`src/rtl/wdt_pkg.sv`:
```
package wdt_pkg;
    localparam int REG_W    = 8;
    localparam int FLAG_BIT = 7;
    localparam int OE_BIT   = 6;

    typedef enum logic [1:0] {
        ST_IDLE = 2'd0,
        ST_RUN  = 2'd1,
        ST_RST  = 2'd2,
        ST_HOLD = 2'd3
    } wd_state_e;
endpackage

```
`src/rtl/wdt_ctrl.sv`:
```
module wdt_ctrl
    import wdt_pkg::*;
#(
    parameter int CNT_W     = 8,
    parameter int PULSE_LEN = 8
) (
    input  logic clk,
    input  logic pin_rst_n,
    input  logic wd_en,
    output logic ovf,
    output logic chip_rst
);
    localparam int             PW      = $clog2(PULSE_LEN + 1);
    localparam logic [CNT_W-1:0] CNT_MAX = {CNT_W{1'b1}};
    localparam logic [PW-1:0]  PLS_END = PW'(PULSE_LEN - 1);

    wd_state_e        state_q, state_d;
    logic [CNT_W-1:0] cnt_q;
    logic [PW-1:0]    pls_q;

    // next-state logic
    always_comb begin
        state_d = state_q;
        unique case (state_q)
            ST_IDLE: if (wd_en) state_d = ST_RUN;
            ST_RUN: begin
                if (!wd_en)               state_d = ST_IDLE;
                else if (cnt_q == CNT_MAX) state_d = ST_RST;
            end
            ST_RST:  if (pls_q == PLS_END) state_d = ST_HOLD;
            ST_HOLD: if (!wd_en) state_d = ST_IDLE;
            default: state_d = ST_IDLE;
        endcase
    end

    // state register
    always_ff @(posedge clk or negedge pin_rst_n) begin
        if (!pin_rst_n) state_q <= ST_IDLE;
        else            state_q <= state_d;
    end

    // counters
    always_ff @(posedge clk or negedge pin_rst_n) begin
        if (!pin_rst_n) begin
            cnt_q <= '0;
            pls_q <= '0;
        end else begin
            cnt_q <= (state_q == ST_RUN && wd_en) ? cnt_q + 1'b1 : '0;
            pls_q <= (state_q == ST_RST) ? pls_q + 1'b1 : '0;
        end
    end

    // outputs
    always_comb begin
        ovf      = (state_q == ST_RUN) && wd_en && (cnt_q == CNT_MAX);
        chip_rst = (state_q == ST_RST);
    end

    // the reset pulse starts only from a counter at its top value
    p_ovf_from_max_r3: assert property (@(posedge clk) disable iff (!pin_rst_n)
        $rose(chip_rst) |-> $past(cnt_q) == CNT_MAX);

    // the counter is held at zero while the pulse is active
    p_cnt_held_r4: assert property (@(posedge clk) disable iff (!pin_rst_n)
        chip_rst |-> cnt_q == '0);

    // the pulse ends only after its full length
    p_pulse_len_r4: assert property (@(posedge clk) disable iff (!pin_rst_n)
        $fell(chip_rst) |-> $past(pls_q) == PLS_END);

    // the counter is zero whenever counting is not enabled
    p_idle_zero_r11: assert property (@(posedge clk) disable iff (!pin_rst_n)
        (state_q == ST_IDLE) |-> cnt_q == '0);
endmodule

```
`src/rtl/wdt_stat_reg.sv`:
```
module wdt_stat_reg
    import wdt_pkg::*;
(
    input  logic             clk,
    input  logic             pin_rst_n,
    input  logic             ovf,
    input  logic             reg_rd,
    input  logic             reg_wr,
    input  logic [REG_W-1:0] reg_wdata,
    output logic [REG_W-1:0] reg_rdata,
    output logic             oe
);
    logic flag_q, oe_q, armed_q;
    logic unused_wbits;

    assign unused_wbits = ^reg_wdata[OE_BIT-1:0];

    always_ff @(posedge clk or negedge pin_rst_n) begin
        if (!pin_rst_n) begin
            flag_q  <= 1'b0;
            oe_q    <= 1'b0;
            armed_q <= 1'b0;
        end else begin
            if (ovf || reg_wr)          armed_q <= 1'b0;
            else if (reg_rd && flag_q)  armed_q <= 1'b1;

            if (reg_wr) oe_q <= reg_wdata[OE_BIT];

            if (ovf)
                flag_q <= 1'b1;
            else if (reg_wr && armed_q && !reg_wdata[FLAG_BIT])
                flag_q <= 1'b0;
        end
    end

    always_comb begin
        reg_rdata           = '1;
        reg_rdata[FLAG_BIT] = flag_q;
        reg_rdata[OE_BIT]   = oe_q;
        oe                  = oe_q;
    end

    // an overflow sets the flag
    p_flag_set_r5: assert property (@(posedge clk) disable iff (!pin_rst_n)
        ovf |=> flag_q);

    // a write on the overflow edge cannot clear the flag
    p_collide_r10: assert property (@(posedge clk) disable iff (!pin_rst_n)
        (ovf && reg_wr) |=> flag_q);

    // the flag falls only on an armed write of zero
    p_clear_armed_r9: assert property (@(posedge clk) disable iff (!pin_rst_n)
        $fell(flag_q) |-> $past(armed_q && reg_wr && !reg_wdata[FLAG_BIT]));

    // the enable bit changes only on a write
    p_oe_hold_r7: assert property (@(posedge clk) disable iff (!pin_rst_n)
        !reg_wr |=> $stable(oe_q));
endmodule

```
`src/rtl/wdt_rststat.sv`:
```
module wdt_rststat
    import wdt_pkg::*;
#(
    parameter int CNT_W     = 8,
    parameter int PULSE_LEN = 8
) (
    input  logic       clk,
    input  logic       pin_rst_n,
    input  logic       wd_en,
    input  logic       reg_rd,
    input  logic       reg_wr,
    input  logic [7:0] reg_wdata,
    output logic [7:0] reg_rdata,
    output logic       chip_rst,
    output logic       ext_rst_n
);
    logic ovf;
    logic oe;

    wdt_ctrl #(.CNT_W(CNT_W), .PULSE_LEN(PULSE_LEN)) u_ctrl (
        .clk       (clk),
        .pin_rst_n (pin_rst_n),
        .wd_en     (wd_en),
        .ovf       (ovf),
        .chip_rst  (chip_rst)
    );

    wdt_stat_reg u_reg (
        .clk       (clk),
        .pin_rst_n (pin_rst_n),
        .ovf       (ovf),
        .reg_rd    (reg_rd),
        .reg_wr    (reg_wr),
        .reg_wdata (reg_wdata),
        .reg_rdata (reg_rdata),
        .oe        (oe)
    );

    assign ext_rst_n = !(chip_rst && oe);

    // the external output goes low only for an enabled reset pulse
    p_ext_gate_r6: assert property (@(posedge clk) disable iff (!pin_rst_n)
        !ext_rst_n |-> (chip_rst && reg_rdata[OE_BIT]));

    // reserved bits read as ones
    p_reserved_r2: assert property (@(posedge clk) disable iff (!pin_rst_n)
        reg_rdata[5:0] == 6'h3F);
endmodule

```
`config.mk`:
```
export PLATFORM = sky130hd
export DESIGN_NAME = wdt_rststat
export DESIGN_NICKNAME = d
export VERILOG_FILES = /design/src/rtl/wdt_pkg.sv /design/src/rtl/wdt_ctrl.sv /design/src/rtl/wdt_stat_reg.sv /design/src/rtl/wdt_rststat.sv
export SDC_FILE = /design/constraint.sdc
export NUM_CORES = 1
export LEC_CHECK = 0
export ABC_AREA = 0
export BUFFER_PORTS_ARGS = -buffer_cell sky130_fd_sc_hd__buf_2
export CAP_MARGIN = 20
export CORE_AREA = 5 5 52 54
export DETAILED_ROUTE_END_ITERATION = 12
export DIE_AREA = 0 0 57 59
export PLACE_DENSITY = 0.64
export SYNTH_ARGS = -nofsm -noshare
export SYNTH_HDL_FRONTEND = slang
export SYNTH_SLANG_ARGS = --single-unit
```
`constraint.sdc`:
```
create_clock -name clk -period 1.7 [get_ports clk]
set_input_delay 0.085 -clock clk [delete_from_list [all_inputs] [get_ports clk]]
set_output_delay 0.085 -clock clk [all_outputs]
set_load 0.005 [all_outputs]
```
# [Word-level counts from Yosys, hierarchy flattened]
# Index checks and enable logic that the tools add are counted.
[totals] reg_bits=17 input_bits=13 out_inout_bits=10 elab_cells=42
[op_classes] reduce_logical=13 n_mux=12 add_sub_neg=2 eq_ne=9
[ops] cell="two-way mux 2 bit" n=5
[ops] cell="adder 8 x 1 -> 8 bit (second input constant)" n=1
[ops] cell="equality test 8 bit (second input constant)" n=1
[ops] cell="two-way mux 8 bit" n=1
[ops] cell="case mux 2 bit (4 select lines)" n=1
[ops] cell="logical AND 1 bit" n=6
[ops] cell="adder 4 x 1 -> 4 bit (second input constant)" n=1
[ops] cell="equality test 2 bit (second input constant)" n=2
[ops] cell="equality test 4 x 3 -> 1 bit (second input constant)" n=1
[ops] cell="two-way mux 1 bit" n=4
[ops] cell="two-way mux 4 bit" n=1
[ops] cell="inequality test 2 bit (second input constant)" n=2
[ops] cell="AND reduction 4 bit" n=1
[ops] cell="nonzero test 2 bit" n=2
[ops] cell="inequality test 3 bit (second input constant)" n=1
[ops] cell="equality test 2 x 1 -> 1 bit (second input constant)" n=1
[ops] cell="zero test 1 bit" n=2
[ops] cell="zero test 2 bit" n=1
[ops] cell="inequality test 2 x 1 -> 1 bit (second input constant)" n=1
[ops] cell="logical OR 1 bit" n=1

# [Longest topological paths before layout]
[logic_depth] ltp_word=5 ltp_mapped=4 mapped_depth_nobuf=4

# [Modules after synthesis]
# A second synthesis with hierarchy kept.
[unflattened] hier_cells=78 hier_area_um2=804.5
[modules_own_cells] mod="wdt_ctrl" area_per_inst_um2=623.1 cells_per_inst=59 instances=1 seq_area_each_um2=350.3
[modules_own_cells] mod="wdt_stat_reg" area_per_inst_um2=177.7 cells_per_inst=18 instances=1 seq_area_each_um2=75.1
[modules_own_cells] mod="wdt_rststat" area_per_inst_um2=3.8 cells_per_inst=1 instances=1 seq_area_each_um2=0.0

# [Worst setup path after synthesis]
# OpenSTA, ideal clock, no wires.
[synth_path] kind="register to register" from="register u_ctrl.cnt_q[0]" to="register u_ctrl.cnt_q[6]" path_stages_with_launch=5 arrival_time_ps=1110 period_less_slack_ps=1189 setup_slack_ps=511 required_ps=1620 n_path_buf=0 setup_ps=80 path_cell_list="dfrtp_1 -> ha_1 -> nand2_1 -> or3_1 -> a21oi_1"
[synth_between] elab_chain_len=2
[synth_lines] item="from (decl)" line="wdt_ctrl.sv:18" text="logic [CNT_W-1:0] cnt_q;"
[synth_lines] item="from (signal assigned)" line="wdt_ctrl.sv:48" text="cnt_q <= (state_q == ST_RUN && wd_en) ? cnt_q + 1'b1 : '0;"
[synth_lines] item="adder 8 x 1 -> 8 bit" line="wdt_ctrl.sv:48"
[synth_lines] item="two-way mux 8 bit" line="wdt_ctrl.sv:48"
# No other way between the ends.
# A chain may end at the register's enable or synchronous reset.

# [Worst setup path after layout]
[layout_path] from="register u_ctrl.state_q[0]" to="output ext_rst_n"
[layout_between] elab_chain_len=3
[layout_lines] item="from (decl)" line="wdt_ctrl.sv:17" text="wd_state_e state_q, state_d;"
[layout_lines] item="from (signal assigned)" line="wdt_ctrl.sv:39" text="else state_q <= state_d;"
[layout_lines] item="equality test 2 bit" line="wdt_ctrl.sv:56" text="chip_rst = (state_q == ST_RST);"
[layout_lines] item="logical AND 1 bit" line="wdt_rststat.sv:39" text="assign ext_rst_n = !(chip_rst && oe);"
[layout_lines] item="zero test 1 bit" line="wdt_rststat.sv:39"
[layout_lines] item="to (decl)" line="wdt_rststat.sv:15" text="output logic ext_rst_n"
# No other way between the ends.

==> run_results.csv <==
group,metric,value,unit
status,outcome,"complete, no violations",
timing,setup_viol,0,
yosys,synth-seq-cells,17,
die,initial_core_util,0.377,
timing,final_max_slew_viol_count,0,
die,die_h,59,um
yosys,synthFlopType,"dfrtp_1",
place,portBuffers,10,
yosys,synth_edf_count,0,
place,dp_hpwl,1.01,mm
route,initialDrtViolationCount,5,
clock_network,cts_made_buffers,3,
global_route,grt.total_usage,0.0878,
timing,period_minus_slack,1.33,ns
cells_and_area,nets,106,
route,wl_per_cell,11.5,um
route,wl,1.36,mm
clock_network,ctsRootBufferMaster,"clkbuf_4",
power_and_ir_drop,p_sw,0.000154,W
worst_setup_path,reg2reg_slack,0.38,ns
hold_path,worstHoldStart,"reg_wdata[6]",
worst_setup_path,r2r-start,"u_ctrl.cnt_q[0]$_DFF_PN0_",
power_and_ir_drop,p_leak,0.423,nW
cells_and_area,final_util,0.419,
clock_network,post_cts_resized,0,
yosys,yosysWarnings,0,
clock_network,cts-htree-levels,1,
die,core_area,2170,um^2
yosys,synth_top_cell_by_area,"dfrtp_1",
power_and_ir_drop,p_int,0.000514,W
yosys,synth_area,818,um^2
yosys,yosysSeqAreaShare,0.520,
power_and_ir_drop,power_density,734,nW/um^2
clock_network,cts_buffer_depth,2,
power_and_ir_drop,pwr-share-seq,0.622,
worst_setup_path,rr_worst_depth,4,
timing,skew,0.00554,ns
place,place_congestion,0.662,
yosys,synth_cells,77,
hold_path,hold_depth,2,
timing,fin_hold_ws,0.0311,ns
cells_and_area,area_growth,11.2,%
yosys,ys_types,26,
global_route,gr-total-overflow,0,
worst_setup_path,reg2reg_to,"u_reg.armed_q$_DFFE_PN0P_",
worst_setup_path,crit_path_end_kind,"output pin",
timing,fin_tns_setup,0,ns
cells_and_area,drive_gt1_frac,0.200,
power_and_ir_drop,peakVddDrop,0.715,mV
clock_network,path_clk_slew,0.10,ns
route,viasPerCell,4.75,
yosys,async_flop_share,1.00,
yosys,synth.area.top_cells,"dfrtp_1 (52%), buf_4 (7.3%), nor2_1 (3.7%)",
global_route,grt_max_degree,18,
worst_setup_path,crit_path_start,"u_ctrl.state_q[0]$_DFFE_PN0P_",
cells_and_area,antenna_cells,0,
worst_setup_path,arrival,1.25,ns
clock_network,clock-sinks,17,
power_and_ir_drop,swShare,0.231,
route,num_vias,561,
global_route,antenna_found_initial,0,
power_and_ir_drop,p_clk_frac,0.319,
global_route,grt_pass1_vias,568,
worst_setup_path,worst_ep_required_time,1.62,ns
route,drt-pass1-iter-count,4,
worst_setup_path,start_kind,"flop",
global_route,grt_pass1_wl,2.34,mm
worst_setup_path,critPathMaxFanout,7,
timing,rsz0062_at_grt,"false",
die,dieArea,3360,um^2
timing,hold_viol,0,
yosys,yosys.area.top_type_share,0.520,
die,die-width,57,um
timing,period_share,0.785,
route,drc_errors,0,
die,io_pins,23,
route,ant_nets,0,
worst_setup_path,path_class,"reg -> out",
hold_path,hold_path_class,"in -> reg",
clock_network,cts_tree,"built",
power_and_ir_drop,comb_power_share,0.058,
clock_network,clkLatencyLatePin,0.29,ns
timing,max_clock_freq,749,MHz
run,max_cap_viol_count,0,
die,num_rows,17,
yosys,syn_avg_cell_area,10.6,um^2
hold_path,hold_path_end,"u_reg.oe$_DFFE_PN0P_",
power_and_ir_drop,power.total,0.000668,W
-- cell usage in the layout (no fill, tap or decap), drive strengths merged, types with 3 or more instances in the layout --
master,count
or3,3
nor2,8
nand3,4
o21ai,4
xor2,3
and2,3
conb,6
a21oi,4
clkbuf,3
buf,10
dfrtp,17
nand2,4
-- metrics by stage --
stage               setup slack [ns]  area, um^2  instances
floorplan                      0.511         837         82
global placement               0.428         862        112
detailed placement             0.391         862        112
CTS                            0.356         910        118
global route                   0.219         910        118
finish                         0.365         910        118
-- cells by family (layout without fill, tap and decap cells) --
family / Yosys count / count (layout) / synth area share
AND/OR/NAND/NOR: 29 / 29 / 0.206
adder cells (fa/ha/maj): 2 / 2 / 0.0306
other: 1 / 6 / 0.00458
buffers and inverters: 10 / 18 / 0.0826
XOR/XNOR: 5 / 5 / 0.0535
multiplexers: 1 / 1 / 0.0138
AO/OA/AOI/OAI: 12 / 12 / 0.0887
flip-flops: 17 / 17 / 0.520
-- cells in the mapped netlist (all sizes together), types with 2 or more instances --
cell,number
nand3,4
and2,3
inv,2
nand2,4
buf,8
o21ai,4
or3,3
a21oi,4
ha,2
xor2,3
nand3b,2
dfrtp,17
nor2,8
xnor2,2
-- worst max-delay path by stage --
stage / slack, ns / depth (start not counted) / to
6_report: 0.37 / 4 / ext_rst_n
3_3_place_gp: 0.43 / 4 / u_reg.armed_q$_DFFE_PN0P_
2_1_floorplan: 0.51 / 4 / u_ctrl.cnt_q[6]$_DFF_PN0_
4_1_cts: 0.36 / 4 / ext_rst_n
3_5_place_dp: 0.39 / 4 / u_reg.armed_q$_DFFE_PN0P_
5_1_grt: 0.22 / 4 / ext_rst_n
-- timing repair --
action                                 in CTS  in global routing
endpoints found under the hold margin      18                  0
hold buffers                                2                  0
setup buffers                               0                  0
-- per-layer routing --
layer / global-route usage / share of wire
met1: 0.119 / 0.50
met2: 0.134 / 0.44
met3: 0.0392 / 0.065
met4: 0.00993 / 0
met5: 0 / 0
-- power by group through the flow --
| stage | combinational (W) | sequential [W] | clock (W) |
|---|---|---|---|
| after floorplan | 0.0000284 | 0.000422 | 0 |
| after global placement | 0.0000351 | 0.000423 | 0 |
| final | 0.0000388 | 0.000416 | 0.000213 |
| after detailed placement | 0.0000361 | 0.000424 | 0 |
| after CTS | 0.0000397 | 0.000416 | 0.000224 |
| after global routing | 0.0000454 | 0.000417 | 0.000245 |
-- cell type report --
type | count | area [um^2]
Fill cell | 216 | 1260
Inverter | 2 | 7.51
Timing Repair Buffer | 12 | 70.1
Clock inverter | 1 | 5.00
Sequential cell | 17 | 425
Tap cell | 28 | 35.0
Clock buffer | 3 | 22.5
Multi-Input combinational cell | 55 | 344
-- critical path, stage by stage (launching register included) --
cell and delay (ns):
dfrtp_1 0.46, nand2b_1 0.23, inv_1 0.10, nand2_1 0.05
buf_2 0.12
-- sequential cells by signal, summed over array words and instances (netlist names), named ones only --
| signal | flops |
|---|---|
| u_ctrl.pls_q | 4 |
| u_ctrl.state_q | 1 |
| u_reg.armed_q | 1 |
| u_reg.flag_q | 1 |
| u_ctrl.cnt_q | 8 |
| u_reg.oe | 1 |
(Power assumes the default switching activity.)
